--- config.mk ---
export PLATFORM = sky130hd
export DESIGN_NAME = wsync_inserter
export DESIGN_NICKNAME = d
export VERILOG_FILES = /design/src/rtl/wsync_inserter.sv
export SDC_FILE = /design/constraint.sdc
export NUM_CORES = 1
export LEC_CHECK = 0
export ABC_CLOCK_PERIOD_IN_PS = 1600
export BUFFER_PORTS_ARGS = -buffer_cell sky130_fd_sc_hd__clkbuf_2
export CORE_ASPECT_RATIO = 0.75
export CORE_MARGIN = 2
export CORE_UTILIZATION = 45
export DETAILED_ROUTE_END_ITERATION = 12
export PLACE_DENSITY = 0.77
export SYNTH_ARGS = -nofsm -noshare
export SYNTH_HDL_FRONTEND = slang
export SYNTH_SLANG_ARGS = --single-unit
--- constraint.sdc ---
create_clock -name clk -period 1.6 [get_ports clk]
set_input_delay 0.48 -clock clk [delete_from_list [all_inputs] [get_ports clk]]
set_output_delay 0.48 -clock clk [all_outputs]
set_load 0.02 [all_outputs]
--- src/rtl/wsync_inserter.sv ---
module wsync_inserter #(
  parameter int CW       = 10,
  parameter int BW       = 8,
  parameter int RUN_LEN  = 16,
  parameter logic [CW-1:0] K_NEG = 10'h17C,
  parameter logic [CW-1:0] K_POS = 10'h283
) (
  input  logic          clk,
  input  logic          rst_n,
  input  logic          sync_req,
  input  logic [BW-1:0] tx_byte,
  input  logic          tx_k,
  input  logic [CW-1:0] enc_code,
  input  logic          enc_flip,
  output logic [BW-1:0] enc_byte,
  output logic          enc_k,
  output logic          enc_rd_pos,
  output logic          char_take,
  output logic          ser_out
);
  localparam int BCW = $clog2(CW);
  localparam int SW  = $clog2(RUN_LEN);

  logic [BCW-1:0] bcnt;
  logic [CW-1:0]  shreg;
  logic           rd;
  logic           busy;
  logic [SW-1:0]  slot;

  logic          sync_sel, force_rep, k_pol, next_rd;
  logic [SW-1:0] idx;
  logic [CW-1:0] k_char, next_char;

  assign char_take  = (bcnt == BCW'(CW - 1));
  assign sync_sel   = busy | sync_req;
  assign idx        = busy ? slot : '0;
  // repeat slots: second and fourth run characters keep the previous polarity
  assign force_rep  = (idx == SW'(1)) | (idx == SW'(3));
  assign k_pol      = rd ^ force_rep;
  assign k_char     = k_pol ? K_POS : K_NEG;
  assign next_char  = sync_sel ? k_char : enc_code;
  assign next_rd    = sync_sel ? ~k_pol : (rd ^ enc_flip);
  assign enc_byte   = sync_sel ? '0 : tx_byte;
  assign enc_k      = sync_sel ? 1'b0 : tx_k;
  assign enc_rd_pos = rd;
  assign ser_out    = shreg[0];

  always_ff @(posedge clk) begin
    if (!rst_n) begin
      bcnt  <= '0;
      shreg <= K_NEG;
      rd    <= 1'b0;
      busy  <= 1'b0;
      slot  <= '0;
    end else if (char_take) begin
      bcnt  <= '0;
      shreg <= next_char;
      rd    <= next_rd;
      if (busy) begin
        slot <= (slot == SW'(RUN_LEN - 1)) ? '0 : slot + SW'(1);
        busy <= (slot != SW'(RUN_LEN - 1));
      end else if (sync_req) begin
        slot <= SW'(1);
        busy <= 1'b1;
      end
    end else begin
      bcnt  <= bcnt + BCW'(1);
      shreg <= {1'b0, shreg[CW-1:1]};
    end
  end
endmodule

==> run metrics <==
outcome=complete, but fails checks; failing checks=design-rule violations, negative setup slack; DP Worst Slack=-0.0916 ns; Tightest Pin Transition=0.267 ns; Synth Warn #=0; post-synthesis cell count=107; Clock Sinks=20; most common cell in the netlist=dfxtp_1; antenna cells=0; DRT iter0 DRCs=37; clk slew on worst S/H paths=0.11 ns; fin. max-slew vios=0; CTS tree=yes; FILL cells=173; Area growth syn-to-layout=44.4%; Reg area=407 µm²; Syn Nets=133; flops & latches, synth=20; Seq/Total Area, Yosys=39.5%; post-synth top area cell=dfxtp_1; TritonRoute pass-1 iters=8; met1 Track Usage GR=27.5%; routed len/inst=14.4 µm; Vias=995; WS Path Type=flip-flop to output pin; Crit Path Max Fanout=2; post-route ant nets=0; Worst Path Arrival=1.17 ns; Num CTS Buffers=3; Register-to-Register Path Depth=9; compound-gate portion of the synthesized area=26.4%; Routed WL=2580 µm; Core Util, Final=70.9%; CP endpoint kind=output pin; GRT Util Overall=21.0%; Post-synth ARST share=0%; largest net degree at the start of global routing=15; P_leak=0.652 nW; Root Driver=clkbuf_4; area of the multi-input gates=612 µm²; die area=2650 µm²; Rows=14; Max-Cap Viols=0; met2 usage=34.7%; number of distinct library cells after synthesis=40; htree depth=1; Final GP Congestion=0.789; Cell Count, Final, Fillers Out=179; synthesized-area fraction occupied by and/or/nand/nor cells=21.5%; CTS Hold Bufs=0; Setup Skew=0.00103 ns; final setup fails=2; Die Y=45.1 µm; combinational family with the most area after synthesis=compound AO/OA/AOI/OAI gates; Post-Syn Area=1010 µm²; WHS=0.464 ns; post-synth top area share=39.5%; top cells by area, synth=dfxtp_1, o32a_1, and2_1; post-synthesis mux area share=2.34%; worst skew pair latency=0.30 ns; RSZ-0062 raised after global routing=true; M3 GR Usage=5.44%; Post-synth EDFFs=0; die width=58.8 µm; top_reg_cell synth=dfxtp_1; post-DR vias/cell=5.56; Max-slew headroom=82.1%; first-pass GRT wire length=4190 µm; dpl hpwl=1800 µm; Pwr per Cell Area=760 nW/µm²; critical path data required time=1.12 ns; share of post-route cells with drive strength above 1=52.3%; initial antenna violation count=0; xor and xnor area share after synthesis=0.863%; Core Box Area=2070 µm²; Fin. Hold Viols=0; Clock Tree Buf Depth=2; GR Overflow Total=0; vias in the first global route=977; Hold WC Path Type=flip-flop to flip-flop; fin area=1470 µm²; Post-route DRC=3; Final nets=182; top cells by instance count after synthesis=dfxtp_1, and2_1, o21ai_0; starting density of the core=49.1%; syn avg cell area=9.48 µm²; io pins=35; CP startpoint kind=flip-flop; post-route setup slack=-0.0476 ns; Final period util=103%; I/O Buffers=34; min Tclk post-route=1.65 ns; adder-cell share of the synthesized area=3.70%; f_max=607 MHz; Top Usage Layer GRT=met2; placed cells=167; placed cell area=1240 µm²; hold-critical path depth=1; worst vdd ir=480 µV
[worst max-delay path, cell delays in order, from the launching register on]
cell and delay (ns):
dfxtp_2 0.35, inv_2 0.04, ha_4 0.14, nand3b_1 0.14, inv_2 0.06, buf_8 0.13
[cell type report]
type                    count  share of cell area [%]
clock buffers               3                    1.54
clock inverters             1                    2.05
inverters                   4                    1.02
multi-input cells          78                    41.8
flip-flops and latches     20                    27.8
well taps                  24                    2.05
repair buffers             49                    23.8
[layer usage]
layer | vias to the layer above | part of all wire (%)
li1 | 491 | -
met1 | 462 | 46
met2 | 40 | 45
met3 | 2 | 7.9
met4 | 0 | 0.74
met5 | - | 0
[kinds of logic after synthesis]
group           count (synthesis)
compound gates                 36
xor+xnor                        1
fa+ha+maj                       3
buf+inv                        10
flops                          20
mux                             2
simple gates                   35
[power breakdown]
group          switching, mW  total, mW  internal [mW]  leakage [nW]
combinational         0.0814      0.178         0.0964         0.459
sequential           0.00900      0.524          0.515         0.165
clock                  0.158      0.412          0.253        0.0279
[placed cells by master (no fill, tap or decap), types with 3 or more instances in the layout]
cell,n
a21o_1,3
a21o_2,3
a21oi_1,4
and2_4,8
buf_4,15
buf_6,9
clkbuf_2,24
clkbuf_4,3
dfxtp_1,17
nand2_1,3
nand3_1,4
nor2_1,4
o21ai_0,7
o31ai_1,3
o32a_1,6
[flip-flops by register name, summed over array words and instances (netlist names)]
| register | count |
|---|---|
| bcnt | 4 |
| busy | 1 |
| enc_rd_pos | 1 |
| shreg | 10 |
| slot | 4 |
[through the flow]
step,setup TNS [ns],power [mW]
after floorplan,0,0.607
after global placement,-0.151,0.661
after detailed placement,-0.739,0.666
after CTS,-0.0794,1.09
after global routing,-0.613,1.16
final,-0.0611,1.11
[worst paths after layout]
kind                    endpoint                start  slack [ns]
max                    char_take   bcnt[1]$_SDFF_PP0_       -0.05
min          shreg[2]$_SDFF_PN1_  shreg[3]$_SDFF_PN1_        0.46
max reg2reg    busy$_SDFFE_PN0P_   bcnt[1]$_SDFF_PP0_        0.13
min reg2reg  shreg[2]$_SDFF_PN1_  shreg[3]$_SDFF_PN1_        0.46
[what timing repair did]
action,in CTS,in global routing
endpoints found under the setup margin,10,10
gates cloned,1,0
endpoints found under the hold margin,0,0
pin swaps,1,9
gates resized for setup,10,39
setup buffers,5,2
Power figures use the tool's default switching activity.
